`src/rtl/coh_pkg.sv`:
```
package coh_pkg;

  typedef enum logic [1:0] {
    LN_NOTHING = 2'd0,
    LN_SH      = 2'd1,
    LN_EX      = 2'd2,
    LN_PEND    = 2'd3
  } line_st_e;

  localparam logic [2:0] HM_SHREP  = 3'd0;
  localparam logic [2:0] HM_EXREP  = 3'd1;
  localparam logic [2:0] HM_INVREQ = 3'd2;
  localparam logic [2:0] HM_WBREQ  = 3'd3;
  localparam logic [2:0] HM_FLREQ  = 3'd4;

  typedef enum logic [2:0] {
    OM_SHREQ  = 3'd0,
    OM_EXREQ  = 3'd1,
    OM_INVREP = 3'd2,
    OM_WBREP  = 3'd3,
    OM_FLREP  = 3'd4
  } out_cmd_e;

  typedef struct packed {
    logic     send;
    out_cmd_e cmd;
    logic     line_data;
    logic     set_st;
    line_st_e nst;
    logic     take_home;
    logic     take_store;
    logic     deq;
  } act_t;

  // Reaction to a message from home, given the current line state.
  function automatic act_t home_action(input logic [2:0] c, input line_st_e s);
    act_t a;
    a = '0;
    case (c)
      HM_SHREP: begin a.set_st = 1'b1; a.nst = LN_SH; a.take_home = 1'b1; end
      HM_EXREP: begin a.set_st = 1'b1; a.nst = LN_EX; a.take_home = 1'b1; end
      HM_INVREQ:
        if (s == LN_SH) begin
          a.send = 1'b1; a.cmd = OM_INVREP; a.set_st = 1'b1; a.nst = LN_NOTHING;
        end
      HM_WBREQ:
        if (s == LN_EX) begin
          a.send = 1'b1; a.cmd = OM_WBREP; a.line_data = 1'b1;
          a.set_st = 1'b1; a.nst = LN_SH;
        end
      HM_FLREQ:
        if (s == LN_EX) begin
          a.send = 1'b1; a.cmd = OM_FLREP; a.line_data = 1'b1;
          a.set_st = 1'b1; a.nst = LN_NOTHING;
        end else if (s == LN_SH) begin
          a.send = 1'b1; a.cmd = OM_INVREP; a.set_st = 1'b1; a.nst = LN_NOTHING;
        end
      default: a = '0;
    endcase
    return a;
  endfunction

  // Voluntary give-up: keep=1 writes back and stays shared, keep=0 releases.
  function automatic act_t evict_action(input logic keep, input line_st_e s);
    act_t a;
    a = '0;
    if (keep) begin
      if (s == LN_EX) begin
        a.send = 1'b1; a.cmd = OM_WBREP; a.line_data = 1'b1;
        a.set_st = 1'b1; a.nst = LN_SH;
      end
    end else if (s == LN_EX) begin
      a.send = 1'b1; a.cmd = OM_FLREP; a.line_data = 1'b1;
      a.set_st = 1'b1; a.nst = LN_NOTHING;
    end else if (s == LN_SH) begin
      a.send = 1'b1; a.cmd = OM_INVREP; a.set_st = 1'b1; a.nst = LN_NOTHING;
    end
    return a;
  endfunction

  // Processor request handling; only hits dequeue.
  function automatic act_t proc_action(input logic st, input line_st_e s);
    act_t a;
    a = '0;
    case (s)
      LN_SH:
        if (st) begin
          a.send = 1'b1; a.cmd = OM_INVREP; a.set_st = 1'b1; a.nst = LN_NOTHING;
        end else a.deq = 1'b1;
      LN_EX: begin
        a.deq = 1'b1;
        if (st) begin a.set_st = 1'b1; a.nst = LN_EX; a.take_store = 1'b1; end
      end
      LN_NOTHING: begin
        a.send = 1'b1; a.cmd = st ? OM_EXREQ : OM_SHREQ;
        a.set_st = 1'b1; a.nst = LN_PEND;
      end
      default: a = '0;
    endcase
    return a;
  endfunction

endpackage

```
`src/rtl/coh_line_table.sv`:
```
module coh_line_table
  import coh_pkg::*;
#(
  parameter int NLINES = 4,
  parameter int AW     = 8,
  parameter int DW     = 16,
  localparam int IW    = (NLINES > 1) ? $clog2(NLINES) : 1
) (
  input  logic          clk,
  input  logic          rst_n,
  input  logic [AW-1:0] look_addr,
  output logic          lk_hit,
  output logic [IW-1:0] lk_idx,
  output line_st_e      lk_st,
  output logic [DW-1:0] lk_data,
  output logic          free_ok,
  output logic [IW-1:0] free_idx,
  input  logic          wr_en,
  input  logic [IW-1:0] wr_idx,
  input  line_st_e      wr_st,
  input  logic [AW-1:0] wr_addr,
  input  logic          wr_dat_en,
  input  logic [DW-1:0] wr_dat
);

  line_st_e      st_q  [NLINES];
  logic [AW-1:0] tag_q [NLINES];
  logic [DW-1:0] dat_q [NLINES];
  logic [NLINES-1:0] match, free;

  for (genvar g = 0; g < NLINES; g++) begin : g_line
    assign match[g] = (st_q[g] != LN_NOTHING) && (tag_q[g] == look_addr);
    assign free[g]  = (st_q[g] == LN_NOTHING);
  end

  always_comb begin
    lk_hit = 1'b0; lk_idx = '0; free_ok = 1'b0; free_idx = '0;
    for (int i = NLINES - 1; i >= 0; i--) begin
      if (match[i]) begin lk_hit = 1'b1; lk_idx = IW'(i); end
      if (free[i]) begin free_ok = 1'b1; free_idx = IW'(i); end
    end
  end

  assign lk_st   = st_q[lk_idx];
  assign lk_data = dat_q[lk_idx];

  always_ff @(posedge clk) begin
    if (!rst_n) begin
      for (int i = 0; i < NLINES; i++) begin
        st_q[i] <= LN_NOTHING; tag_q[i] <= '0; dat_q[i] <= '0;
      end
    end else if (wr_en) begin
      st_q[wr_idx]  <= wr_st;
      tag_q[wr_idx] <= wr_addr;
      if (wr_dat_en) dat_q[wr_idx] <= wr_dat;
    end
  end

  // allocation never duplicates an address among held lines
  p_unique_tag_r12: assert property (@(posedge clk) disable iff (!rst_n)
    $onehot0(match));

endmodule

```
`src/rtl/coh_l1_ctrl.sv`:
```
module coh_l1_ctrl
  import coh_pkg::*;
#(
  parameter int NLINES = 4,
  parameter int AW     = 8,
  parameter int DW     = 16,
  localparam int IW    = (NLINES > 1) ? $clog2(NLINES) : 1
) (
  input  logic          clk,
  input  logic          rst_n,
  input  logic          proc_valid,
  input  logic          proc_is_store,
  input  logic [AW-1:0] proc_addr,
  input  logic [DW-1:0] proc_wdata,
  output logic          proc_deq,
  output logic          resp_valid,
  output logic          resp_is_ack,
  output logic [DW-1:0] resp_data,
  input  logic          home_valid,
  input  logic [2:0]    home_cmd,
  input  logic [AW-1:0] home_addr,
  input  logic [DW-1:0] home_data,
  output logic          home_deq,
  input  logic          evict_valid,
  input  logic          evict_keep,
  input  logic [AW-1:0] evict_addr,
  output logic          evict_deq,
  output logic          out_valid,
  output logic [2:0]    out_cmd,
  output logic [AW-1:0] out_addr,
  output logic [DW-1:0] out_data
);

  logic src_home, src_ev, src_proc;
  logic [AW-1:0] sel_addr;
  logic          lk_hit, free_ok;
  logic [IW-1:0] lk_idx, free_idx;
  line_st_e      lk_st, cur_st;
  logic [DW-1:0] lk_data;
  act_t          act;
  logic          need_alloc, go, ev_msg, ev_resp;

  // Source arbitration: home, then eviction, then processor.
  assign src_home = home_valid;
  assign src_ev   = evict_valid && !home_valid;
  assign src_proc = proc_valid && !home_valid && !evict_valid;
  assign sel_addr = src_home ? home_addr : (src_ev ? evict_addr : proc_addr);

  coh_line_table #(.NLINES(NLINES), .AW(AW), .DW(DW)) i_table (
    .clk(clk), .rst_n(rst_n), .look_addr(sel_addr),
    .lk_hit(lk_hit), .lk_idx(lk_idx), .lk_st(lk_st), .lk_data(lk_data),
    .free_ok(free_ok), .free_idx(free_idx),
    .wr_en(act.set_st && go), .wr_idx(lk_hit ? lk_idx : free_idx),
    .wr_st(act.nst), .wr_addr(sel_addr),
    .wr_dat_en(act.take_home || act.take_store),
    .wr_dat(act.take_home ? home_data : proc_wdata)
  );

  assign cur_st = lk_hit ? lk_st : LN_NOTHING;

  always_comb begin
    act = '0;
    if (src_home)      act = home_action(home_cmd, cur_st);
    else if (src_ev)   act = evict_action(evict_keep, cur_st);
    else if (src_proc) act = proc_action(proc_is_store, cur_st);
  end

  // A new line is needed but every slot is held: nothing happens.
  assign need_alloc = act.set_st && !lk_hit && (act.nst != LN_NOTHING);
  assign go         = !(need_alloc && !free_ok);
  assign ev_msg     = act.send && go;
  assign ev_resp    = src_proc && act.deq;

  assign proc_deq  = ev_resp;
  assign home_deq  = home_valid;
  assign evict_deq = src_ev;

  always_ff @(posedge clk) begin
    if (!rst_n) begin
      out_valid <= 1'b0; out_cmd <= '0; out_addr <= '0; out_data <= '0;
      resp_valid <= 1'b0; resp_is_ack <= 1'b0; resp_data <= '0;
    end else begin
      out_valid   <= ev_msg;
      out_cmd     <= act.cmd;
      out_addr    <= sel_addr;
      out_data    <= act.line_data ? lk_data : '0;
      resp_valid  <= ev_resp;
      resp_is_ack <= proc_is_store;
      resp_data   <= proc_is_store ? '0 : lk_data;
    end
  end

  p_home_wins_r11: assert property (@(posedge clk) disable iff (!rst_n)
    home_valid |-> (home_deq && !proc_deq && !evict_deq));

  p_resp_follows_deq_r2: assert property (@(posedge clk) disable iff (!rst_n)
    proc_deq |=> resp_valid);

  p_shreq_from_load_r3: assert property (@(posedge clk) disable iff (!rst_n)
    (out_valid && out_cmd == OM_SHREQ) |->
      $past(proc_valid && !proc_is_store && !home_valid && !evict_valid));

  p_ack_from_store_r4: assert property (@(posedge clk) disable iff (!rst_n)
    (resp_valid && resp_is_ack) |-> $past(proc_is_store && proc_deq));

  p_bare_msg_zero_r13: assert property (@(posedge clk) disable iff (!rst_n)
    (out_valid && (out_cmd == OM_SHREQ || out_cmd == OM_EXREQ || out_cmd == OM_INVREP))
      |-> (out_data == '0));

endmodule

```
`config.mk`:
```
export PLATFORM = sky130hd
export DESIGN_NAME = coh_l1_ctrl
export DESIGN_NICKNAME = d
export VERILOG_FILES = /design/src/rtl/coh_pkg.sv /design/src/rtl/coh_line_table.sv /design/src/rtl/coh_l1_ctrl.sv
export SDC_FILE = /design/constraint.sdc
export NUM_CORES = 1
export LEC_CHECK = 0
export ABC_CLOCK_PERIOD_IN_PS = 9330
export BUFFER_PORTS_ARGS = -buffer_cell sky130_fd_sc_hd__buf_2
export CAP_MARGIN = 20
export CORE_MARGIN = 2
export CORE_UTILIZATION = 40
export DETAILED_ROUTE_END_ITERATION = 6
export GPL_TIMING_DRIVEN = 0
export PLACE_DENSITY = 0.71
export SLEW_MARGIN = 40
export SYNTH_ARGS = -nofsm -noshare
export SYNTH_HDL_FRONTEND = slang
export SYNTH_SLANG_ARGS = --single-unit
export TNS_END_PERCENT = 100
```
`constraint.sdc`:
```
create_clock -name clk -period 9.33 [get_ports clk]
set_clock_uncertainty 0.15 [all_clocks]
set_input_delay 2.799 -clock clk [delete_from_list [all_inputs] [get_ports clk]]
set_output_delay 2.799 -clock clk [all_outputs]
set_load 0.05 [all_outputs]
```
# --- Word level (Yosys, flattened, before mapping) ---
# Memories as Yosys holds them, arrays and structs flattened.
# Index checks and enable logic that the tools add are counted.
word_totals:
  register_bits: 46
  n_memories: 3
  mem_bits_rw: 104
  word_cells: 119
mem_list:
  columns: ["name", "words", "width", "read_ports", "rd_ports_with_merged_regs", "wr", "line_no", "rtl"]
  rows:
  - ["i_table.dat_q", 4, 16, 1, 0, 4, "coh_line_table.sv:28", "logic [DW-1:0] dat_q [NLINES];"]
  - ["i_table.tag_q", 4, 8, 4, 0, 4, "coh_line_table.sv:27", "logic [AW-1:0] tag_q [NLINES];"]
  - ["i_table.st_q", 4, 2, 5, 0, 4, "coh_line_table.sv:26", "line_st_e st_q [NLINES];"]
classes:
  mux: 62
  bitwise: 1
  reduce_logical: 36
  n_eq_ne: 10
ops:
  columns: ["op", "count"]
  rows:
  - ["8-bit two-way mux", 5]
  - ["11-bit two-way mux", 3]
  - ["8-bit == test", 4]
  - ["16-bit two-way mux", 2]
  - ["2-bit two-way mux", 14]
  - ["1-bit two-way mux", 25]
  - ["16-bit OR reduction", 1]
  - ["3-bit one-hot mux with 5 select lines", 1]
  - ["1-bit logical AND", 13]
  - ["3-bit two-way mux", 4]
  - ["4-bit two-way mux", 3]
  - ["4-bit one-hot mux with 3 select lines", 1]
  - ["2-bit logical NOT", 5]
  - ["2-bit nonzero test", 5]
  - ["3-bit one-hot mux with 3 select lines", 1]
  - ["4-bit one-hot mux with 2 select lines", 1]
  - ["8-bit OR reduction", 1]
  - ["3-bit by 2-bit == test with 1-bit output, second input constant", 2]
  - ["2-bit OR reduction", 3]
  - ["1-bit logical NOT", 5]
  - ["1-bit one-hot mux with 2 select lines", 2]
  - ["3-bit by 1-bit == test with 1-bit output, second input constant", 1]
  - ["3-bit == test, second input constant", 1]
  - ["3-bit logical NOT", 1]
  - ["other kinds (5)", 5]

# --- Longest topological paths before layout ---
# Gate-level depths: netlist of run 1.
# An unclocked memory read counts as a cell.
logic_depth:
  word_depth: 28
  mapped_depth: 24
  depth_no_buf: 17

# --- Modules after synthesis ---
# From an unflattened synthesis of run 1, not the netlist that was laid out.
hier_totals:
  hier_cells: 595
  hier_area_um2: 7064.3
modules_own_cells:
  columns: ["module", "cells_per_inst", "area_per_inst_um2", "instances"]
  rows:
  - ["coh_line_table", 378, 4942.2, 1]
  - ["coh_l1_ctrl", 217, 2122.0, 1]

# --- Worst setup path before layout of run 1 ---
# OpenSTA, ideal clock, no wires.
synth_path:
  path_kind: "input to output"
  from: "input evict_valid"
  to: "output proc_deq"
  path_slack_ps: -141
  arrival_time_ps: 6522
  n_path_buf: 2
  path_stages: 13
  path_cell_list: "buf_6 > mux2_4 > o21bai_2 > o221ai_1 > nor4_4 > inv_1 > and2_1 > nor2b_1 > a211oi_1 > ha_1 > clkbuf_1 > a21oi_1 > nor3_1"
synth_between:
  elab_chain_len: 17
  word_cells_on_any_way: 30
  classes_between: "6 x eq/ne; 15 x mux; 8 x reduce/logical; 1 x memory"
synth_lines:
  columns: ["item", "line_no", "rtl"]
  rows:
  - ["from (decl)", "coh_l1_ctrl.sv:24", "input logic evict_valid,"]
  - ["1-bit logical AND", "coh_l1_ctrl.sv:45", "assign src_ev = evict_valid && !home_valid;"]
  - ["8-bit two-way mux (2 in series)", "coh_l1_ctrl.sv:47", "assign sel_addr = src_home ? home_addr : (src_ev ? evict_addr : proc_addr);"]
  - ["8-bit == test", "coh_line_table.sv:32", "assign match[g] = (st_q[g] != LN_NOTHING) && (tag_q[g] == look_addr);"]
  - ["1-bit logical AND", "coh_line_table.sv:32", null]
  - ["2-bit two-way mux (4 in series)", "coh_line_table.sv:39", "if (match[i]) begin lk_hit = 1'b1; lk_idx = IW'(i); end"]
  - ["memory read 4 x 2 bit", null, null]
  - ["2-bit two-way mux", "coh_l1_ctrl.sv:59", "assign cur_st = lk_hit ? lk_st : LN_NOTHING;"]
  - ["2-bit == test / 2-bit by 1-bit == test with 1-bit output (equally long branches)", "coh_pkg.sv:85", "case (s)"]
  - ["1-bit one-hot mux with 2 select lines", "coh_pkg.sv:85", null]
  - ["11-bit two-way mux", "coh_l1_ctrl.sv:65", "else if (src_proc) act = proc_action(proc_is_store, cur_st);"]
  - ["11-bit two-way mux", "coh_l1_ctrl.sv:64", "else if (src_ev) act = evict_action(evict_keep, cur_st);"]
  - ["11-bit two-way mux", "coh_l1_ctrl.sv:63", "if (src_home) act = home_action(home_cmd, cur_st);"]
  - ["1-bit logical AND (*)", "coh_l1_ctrl.sv:72", "assign ev_resp = src_proc && act.deq;"]
  - ["to (decl)", "coh_l1_ctrl.sv:15", "output logic proc_deq,"]
# Every way passes the cells marked *; elsewhere a longest branch is shown, timed or not.

# --- Worst setup path after layout of run 1 ---
layout_path:
  from: "input home_valid"
  to: "output proc_deq"
layout_between:
  elab_chain_len: 18
  word_cells_on_any_way: 31
  classes_between: "6 x eq/ne; 15 x mux; 9 x reduce/logical; 1 x memory"
layout_lines:
  columns: ["item", "line_no", "rtl"]
  rows:
  - ["from (decl)", "coh_l1_ctrl.sv:19", "input logic home_valid,"]
  - ["1-bit logical NOT", "coh_l1_ctrl.sv:45, coh_l1_ctrl.sv:46", null]
  - ["1-bit logical AND", "coh_l1_ctrl.sv:45", null]
  - ["8-bit two-way mux (2 in series)", "coh_l1_ctrl.sv:47", null]
  - ["8-bit == test", "coh_line_table.sv:32", null]
  - ["1-bit logical AND", "coh_line_table.sv:32", null]
  - ["2-bit two-way mux (4 in series)", "coh_line_table.sv:39", null]
  - ["memory read 4 x 2 bit", null, null]
  - ["2-bit two-way mux", "coh_l1_ctrl.sv:59", null]
  - ["2-bit == test / 2-bit by 1-bit == test with 1-bit output (equally long branches)", "coh_pkg.sv:85", null]
  - ["1-bit one-hot mux with 2 select lines", "coh_pkg.sv:85", null]
  - ["11-bit two-way mux", "coh_l1_ctrl.sv:65", null]
  - ["11-bit two-way mux", "coh_l1_ctrl.sv:64", null]
  - ["11-bit two-way mux", "coh_l1_ctrl.sv:63", null]
  - ["1-bit logical AND (*)", "coh_l1_ctrl.sv:72", null]
# Marks and branches as above.

==> key figures, run 1 <==
Yosys
  – Synth Area in XOR/XNOR: 2.199%
  – Adder-Cell Fraction of Synth Area: 1.047%
  – Synth warnings: 0
  – Syn Inst Count: 619
  – Post-synthesis instance area: 0.007171 mm²
  – Cell taking the most area after synthesis: edfxtp_1
  – Library cells used by synthesis: 70
  – Synth Register Bits: 150
  – Largest cells by area after synthesis: edfxtp_1, dfxtp_1, mux2i_1
  – Fraction of the mapped netlist area in compound gates: 12.35%
  – EDFF count, synth: 104
  – Multiplexer share of the synthesized area: 8.934%
  – Post-synthesis sequential area ratio: 56.40%
  – Synth Area in Simple Gates: 15.20%
  – Post-synth top area share: 43.55%
  – Top flip-flop cell by instance count after synthesis: edfxtp_1
  – Mapped Avg Cell Area: 11.58 µm²
  – Largest family of logic cells by synthesized area: simple AND/OR/NAND/NOR gates
  – Post-Syn Nets: 691
  – Async set-reset flop share out of synthesis: 0%

Worst setup path
  – Crit path capture: proc_deq
  – Most used cell, CP: buf_2
  – CP Class: input pin to output port
  – R2R setup slack: 3.44 ns
  – CP startpoint: home_valid
  – CP Depth: 15
  – R2R Path End: i_table.dat_q[0][13]
  – Worst setup SP type: input pin
  – Worst path top cell family by delay: buffers and inverters
  – CP peak stage delay: 0.38 ns
  – FF-to-FF path depth: 19
  – Slowest stage cell, crit path: a211oi_1
  – Crit path required time: 6.38 ns
  – CP cell instances: buf_2 -> inv_2 -> buf_2 -> a21oi_4 -> xnor2_1 -> nor4_1 -> nand4_1 -> buf_2 -> nand2_1 -> mux2i_1 -> a211oi_1 -> ha_2 -> a21oi_1 -> nor3_2 -> buf_2
  – Crit-path max FO: 11
  – CP arrival: 6.13 ns
  – Bufs and invs on worst path: 5
  – Critical Path End Type: output port
  – Worst flop-to-flop path startpoint: i_table.tag_q[0][0]

Global routing
  – Gr usage total: 18.51%
  – Antenna violations before repair: 0
  – Vias in the first global route: 4,962
  – Busiest metal layer after global routing: met2
  – Total grt overflow: 0
  – Met1 Use GR: 24.38%
  – Met3 usage: 3.692%
  – Largest net degree at the start of global routing: 17
  – Met2 Use GR: 30.50%
  – First-pass GRT wire length: 26,160 µm

Timing
  – Setup-failing EPs final: 0
  – Fin crit share: 97.33%
  – PnR worst setup slack: 0.2491 ns
  – Crit path time final: 9.081 ns
  – Slew Limit Fails: 0
  – Worst Tran Pin Value: 0.7484 ns
  – Slew HR: 50.11%
  – WHS: 0.4167 ns
  – Final Hold Fails: 0
  – Fmax: 110.1 MHz
  – RSZ-0062 raised after global routing: no
  – Setup TNS: 0 ns

Die
  – Core ar.: 0.01742 mm²
  – Total die area: 0.01901 mm²
  – Row count: 48
  – I/O pins: 115
  – Die X: 137.9 µm
  – Initial Utilization: 41.17%
  – Die Height: 137.9 µm

Clock tree
  – Clk pin slew, worst setup/hold paths: 0.07 ns
  – CTS tree: yes
  – Clk sink count: 150
  – CTS Buf Count: 17
  – Clock Latency Late Sink: 0.43 ns
  – CTS Buffer Depth: 2
  – Clk root buf: clkbuf_16
  – Hold Buf Count CTS: 0
  – H-tree levels: 4

Detailed routing
  – Iteration count of the initial detailed-routing pass: 5
  – Detailed-route DRC error count: 0
  – Vias: 5,303
  – Total Wirelength: 17,140 µm
  – Via-to-Cell Ratio: 5.362
  – Routed WL per cell: 17.33 µm
  – Antenna-violating nets left: 0
  – Drt initial violations: 343

Layout
  – Non-Filler Instances: 989
  – Commonest non-fill, non-tap cell in the layout: buf_2
  – Commonest cells after routing, fill and taps aside: buf_2, nor2_1, edfxtp_1
  – Number of fill cells: 1,573
  – Area growth from synthesis to layout: 21.01%
  – Number of diodes: 0
  – Ratio of cells with drive above 1 in the final layout: 28.14%
  – Final net count: 823

Placed design
  – I/O Buffers: 111
  – DP HPWL: 12,160 µm
  – GPL Wtd Cong: 0.8874
  – Placed cell count: 956
  – DP Worst Slack: -0.2187 ns

Run status
  – Status: finished, final reports clean

Pwr
  – Total power: 1.618 mW
  – Max VDD drop: 0.1445 mV
  – Pwr/cell area: 186.4 mW/mm²
  – Leak: 3.481 nW

Hold path
  – Worst min-delay path category: flip-flop to flip-flop

Job
  – Max-Cap Viols: 0
[area by class of cell]
type	count	area (µm²)	area share [%]
buffer	34	217.7	2.509
clock buffer	20	489.2	5.638
clock inverter	12	122.6	1.413
inverter	15	56.30	0.6489
multi-input combinational	419	2884	33.24
sequential	150	4044	46.60
tap	225	281.5	3.244
timing repair buffer	114	581.8	6.705
[cells by family after synthesis]
logic type	after synthesis
fa+ha+maj	6
simple gates	217
xor+xnor	18
mux	61
buf+inv	50
flops	150
compound gates	117
[timing repair]
item | 4_1_cts | 5_1_grt
pin swaps | 2 | 0
setup endpoints to repair | 1 | 1
setup buffers | 2 | 0
resized for setup | 1 | 2
hold endpoints to repair | 0 | 0
[layer usage]
| layer | wire length, µm | up-vias |
|---|---|---|
| li1 | - | 2540 |
| met1 | 7624 | 2568 |
| met2 | 8347 | 169 |
| met5 | 0 | - |
| met3 | 872 | 26 |
| met4 | 299 | 0 |
[worst reg2reg max path, stage by stage (launching register included)]
cell and delay, ns:
edfxtp_1 0.43, xor2_1 0.16, o21ai_0 0.17, o2111ai_1 0.19, nor4_4 0.40, inv_1 0.19, and2_1 0.23, nor2b_1 0.18
a211o_1 0.34, ha_1 0.39, or3b_2 0.46, a21oi_1 0.14, o21ai_0 0.16, o211ai_1 0.26, nand3_1 0.17, a41oi_1 0.37
or2_2 0.17, buf_2 0.21, buf_4 0.22, nand2_1 0.46
[metrics by stage]
step           instance area, µm²  util, %
4_1_cts                      8670    49.78
6_report                     8677    49.82
2_1_floorplan                7176        -
3_5_place_dp                 8039    46.16
3_3_place_gp                 8013    46.01
5_1_grt                      8677    49.82
[how the worst min path moves through the flow]
stage / end / depth (start not counted) / startpoint / slack [ns]
3_3_place_gp: out_data[9] / 2 / i_table.dat_q[1][9] / 0.39
3_5_place_dp: resp_data[0] / 2 / i_table.dat_q[1][0] / 0.39
6_report: resp_data[11] / 2 / i_table.dat_q[1][11] / 0.42
4_1_cts: resp_data[0] / 2 / i_table.dat_q[1][0] / 0.41
2_1_floorplan: resp_data[0] / 2 / i_table.dat_q[1][0] / 0.35
5_1_grt: resp_data[0] / 2 / i_table.dat_q[3][0] / 0.43
[Yosys cell counts (2+ instances only)]
library cell  instances
edfxtp_1            104
nand3b_1              2
a221oi_1              4
nor2b_1              16
xnor2_1              14
o21ai_0              14
and2_1                7
nand4_1               4
a21oi_4               3
a21o_1                3
ha_1                  6
nand2b_1              5
o21ai_2               2
nor2_1              124
nor4_2                3
nand3_1               7
clkbuf_1              8
buf_6                 5
and4_1                2
nand2_1              16
inv_1                14
a221o_1               2
a21oi_1               9
o21bai_4              2
a41o_1                2
a211o_1               5
o221ai_1              2
xor2_1                4
and3_1                2
or2_2                 2
buf_2                16
nor2_4                9
mux2i_1              54
mux2_4                5
or3b_2                2
dfxtp_1              46
o211ai_1              5
o22ai_1              37
buf_4                 4
a21oi_2               2
a211oi_1              8
nor4_1                3
a22o_1                3
nor3_1                6
[power by group]
part / switching [mW] / internal, mW / leakage, nW
sequential: 0.0103 / 0.739 / 1.45
clock: 0.304 / 0.393 / 0.302
combinational: 0.114 / 0.0583 / 1.73
[flip-flops by register name, indices dropped and copies added, names as in the netlist]
name / flops
i_table.dat_q: 64
out_addr: 8
i_table.st_q: 8
out_data: 16
resp_data: 16
i_table.tag_q: 32
out_valid: 1
resp_valid: 1
out_cmd: 3
resp_is_ack: 1
(Power assumes the default switching activity.)
==> run 2: changes to the inputs <==
Settings changed: GPL_TIMING_DRIVEN 0 to unset.
==> run 2 against run 1 <==
First-iteration DRC count rose by 3.8%. Power fell by 1.2%. Largest power group unchanged. Setup slack improved by 0.019 ns. Critical path type unchanged. Largest cell class unchanged. Highest routed layer unchanged.
==> key figures, run 2 (synthesis gave the netlist of run 1 again) <==
Run status
  – Status: finished, final reports clean

Die
  – Initial Utilization: 41.17% (unchanged)
  – Core ar.: 0.01742 mm² (unchanged)
  – Total die area: 0.01901 mm² (unchanged)
  – Row count: 48 (unchanged)
  – Die X: 137.9 µm (unchanged)
  – Die Height: 137.9 µm (unchanged)
  – I/O pins: 115 (unchanged)

Clock tree
  – CTS Buffer Depth: 2 (unchanged)
  – CTS tree: yes
  – Clk root buf: clkbuf_16
  – Clock Latency Late Sink: 0.42 ns (about the same)
  – CTS Buf Count: 17 (unchanged)
  – Clk pin slew, worst setup/hold paths: 0.07 ns (about the same)
  – Post-CTS setup buffer count: 0 (-2)
  – Clk sink count: 150 (unchanged)
  – H-tree levels: 4 (unchanged)

Worst setup path
  – Crit-path max FO: 18 (+7)
  – CP cell instances: clkbuf_4 -> mux2_2 -> o21bai_4 -> o221ai_1 -> nor4_4 -> inv_1 -> and2_1 -> nor2b_1 -> a211oi_1 -> ha_1 -> nor3_2 -> buf_2
  – CP arrival: 6.11 ns (-0.02 ns)
  – Worst setup SP type: input pin
  – CP peak stage delay: 0.41 ns (+0.03 ns)
  – CP Class: input pin to output port
  – Crit path required time: 6.38 ns (about the same)
  – Slowest stage cell, crit path: mux2_2
  – Bufs and invs on worst path: 3 (-2)
  – Critical Path End Type: output port
  – Worst path top cell family by delay: simple AND/OR/NAND/NOR gates

Timing
  – RSZ-0062 raised after global routing: no
  – Setup TNS: 0 ns (unchanged)
  – PnR worst setup slack: 0.2684 ns (+0.01934 ns)
  – Fin crit share: 97.12% (-0.21 points)
  – Slew HR: 43.37% (-6.7 points)
  – Setup-failing EPs final: 0 (unchanged)
  – Final Hold Fails: 0 (unchanged)
  – Slew Limit Fails: 0 (unchanged)
  – Crit path time final: 9.062 ns (-0.01934 ns)
  – Fmax: 110.4 MHz (+0.21%)
  – Worst Tran Pin Value: 0.8471 ns (+0.09870 ns)

Pwr
  – NetSw: 440.5 µW (+3.0%)
  – Switching share of total power: 27.56% (+1.1 points)
  – Leak: 3.452 nW (-0.86%)
  – Pwr/cell area: 185.6 mW/mm² (-0.44%)
  – Combinational fraction of design power: 10.8% (+0.2 points)
  – Reg power frac: 46.9% (+0.6 points)
  – Pint: 1.158 mW (-2.7%)
  – Clock group share of total power: 42.3% (-0.8 points)
  – Max VDD drop: 0.1202 mV (-17%)

Layout
  – Number of fill cells: 1,579 (+0.38%)
  – Ratio of cells with drive above 1 in the final layout: 27.53% (-0.61 points)
  – Commonest non-fill, non-tap cell in the layout: nor2_1
  – Fin util: 49.45% (-0.37 points)
  – Area growth from synthesis to layout: 20.10%
  – Final net count: 811 (-1.5%)
  – Number of diodes: 0 (unchanged)
  – Top flop regs: i_table.dat_q (64), i_table.tag_q (32)
  – Commonest cells after routing, fill and taps aside: nor2_1, buf_2, edfxtp_1
  – Largest register by flop count: i_table.dat_q
  – Flip-flop count of the largest register after layout: 64 (unchanged)

Detailed routing
  – Total Wirelength: 17,410 µm (+1.6%)
  – Drt initial violations: 356 (+3.8%)
  – Vias: 5,283 (-0.38%)
  – Detailed-route DRC error count: 0 (unchanged)
  – Routed WL per cell: 17.82 µm (+2.8%)
  – Antenna-violating nets left: 0 (unchanged)
  – Iteration count of the initial detailed-routing pass: 5 (unchanged)
  – Via-to-Cell Ratio: 5.407 (+0.85%)

Global routing
  – Vias in the first global route: 5,111 (+3.0%)
  – Gr usage total: 18.63% (+0.12 points)
  – Largest net degree at the start of global routing: 33 (+16)
  – Total grt overflow: 0 (unchanged)
  – First-pass GRT wire length: 26,660 µm (+1.9%)
  – Antenna violations before repair: 0 (unchanged)

Placed design
  – DP Worst Slack: 0.2124 ns (+0.4311 ns)
  – I/O Buffers: 114 (+2.7%)
  – GPL Wtd Cong: 0.8500 (-4.2%)
  – DP HPWL: 12,100 µm (-0.54%)

Hold path
  – Worst min-delay path category: flip-flop to flip-flop

Job
  – Max-Cap Viols: 0 (unchanged)
-- run 2: path summary, 6_finish.rpt --
kind,depth (start not counted),end,startpoint,slack [ns]
min reg2reg,2,resp_data[0],i_table.dat_q[1][0],0.39
min,2,resp_data[0],i_table.dat_q[1][0],0.39
max reg2reg,19,i_table.st_q[1][1],i_table.tag_q[0][3],3.81
max,12,proc_deq,evict_valid,0.27
-- run 2: per-stage QoR --
| stage | power (mW) | std cells | area, µm² | hold slack [ns] |
|---|---|---|---|---|
| after global routing | 1.650 | 977 | 8612 | 0.4407 |
| final | 1.599 | 977 | 8612 | 0.3894 |
| after floorplan | 0.8798 | 619 | 7176 | 0.3489 |
| after CTS | 1.606 | 977 | 8582 | 0.3879 |
| after global placement | 0.9336 | 944 | 7964 | 0.3705 |
| after detailed placement | 0.9358 | 945 | 7979 | 0.3694 |
-- run 2: timing repair --
action,4_1_cts,5_1_grt
gates resized for setup,0,3
hold buffers,0,0
setup endpoints to repair,0,1
-- run 2: routing by layer --
layer | wire [µm] | up-vias | GRT usage (%)
li1 | - | 2511 | -
met1 | 7309 | 2507 | 23.73
met2 | 8622 | 235 | 31.30
met3 | 1202 | 30 | 4.203
met4 | 274 | 0 | 6.463
met5 | 0 | - | 0
-- run 2: worst reg2reg max path, delay by kind of cell (launching register included) --
family | cells | cell delay, ns
AO/OA/AOI/OAI | 8 | 1.75
adder cells (fa/ha/maj) | 1 | 0.36
buffers and inverters | 3 | 0.53
flip-flops | 1 | 0.42
AND/OR/NAND/NOR | 7 | 1.95
-- run 2: area by class of cell --
class | instances | area (µm²) | share of cell area [%]
sequential | 150 | 4044 | 46.96
clock buffer | 17 | 425.4 | 4.940
inverter | 15 | 56.30 | 0.6538
clock inverter | 15 | 177.7 | 2.063
tap | 225 | 281.5 | 3.269
multi-input combinational | 419 | 2882 | 33.46
timing repair buffer | 136 | 745.7 | 8.659
-- run 2: power groups by stage --
stage	Combinational [mW]	Sequential, mW	Clock, mW
final	0.173	0.750	0.675
after global routing	0.188	0.752	0.710
after CTS	0.172	0.750	0.684
after detailed placement	0.171	0.765	0
after global placement	0.169	0.764	0
after floorplan	0.0983	0.782	0
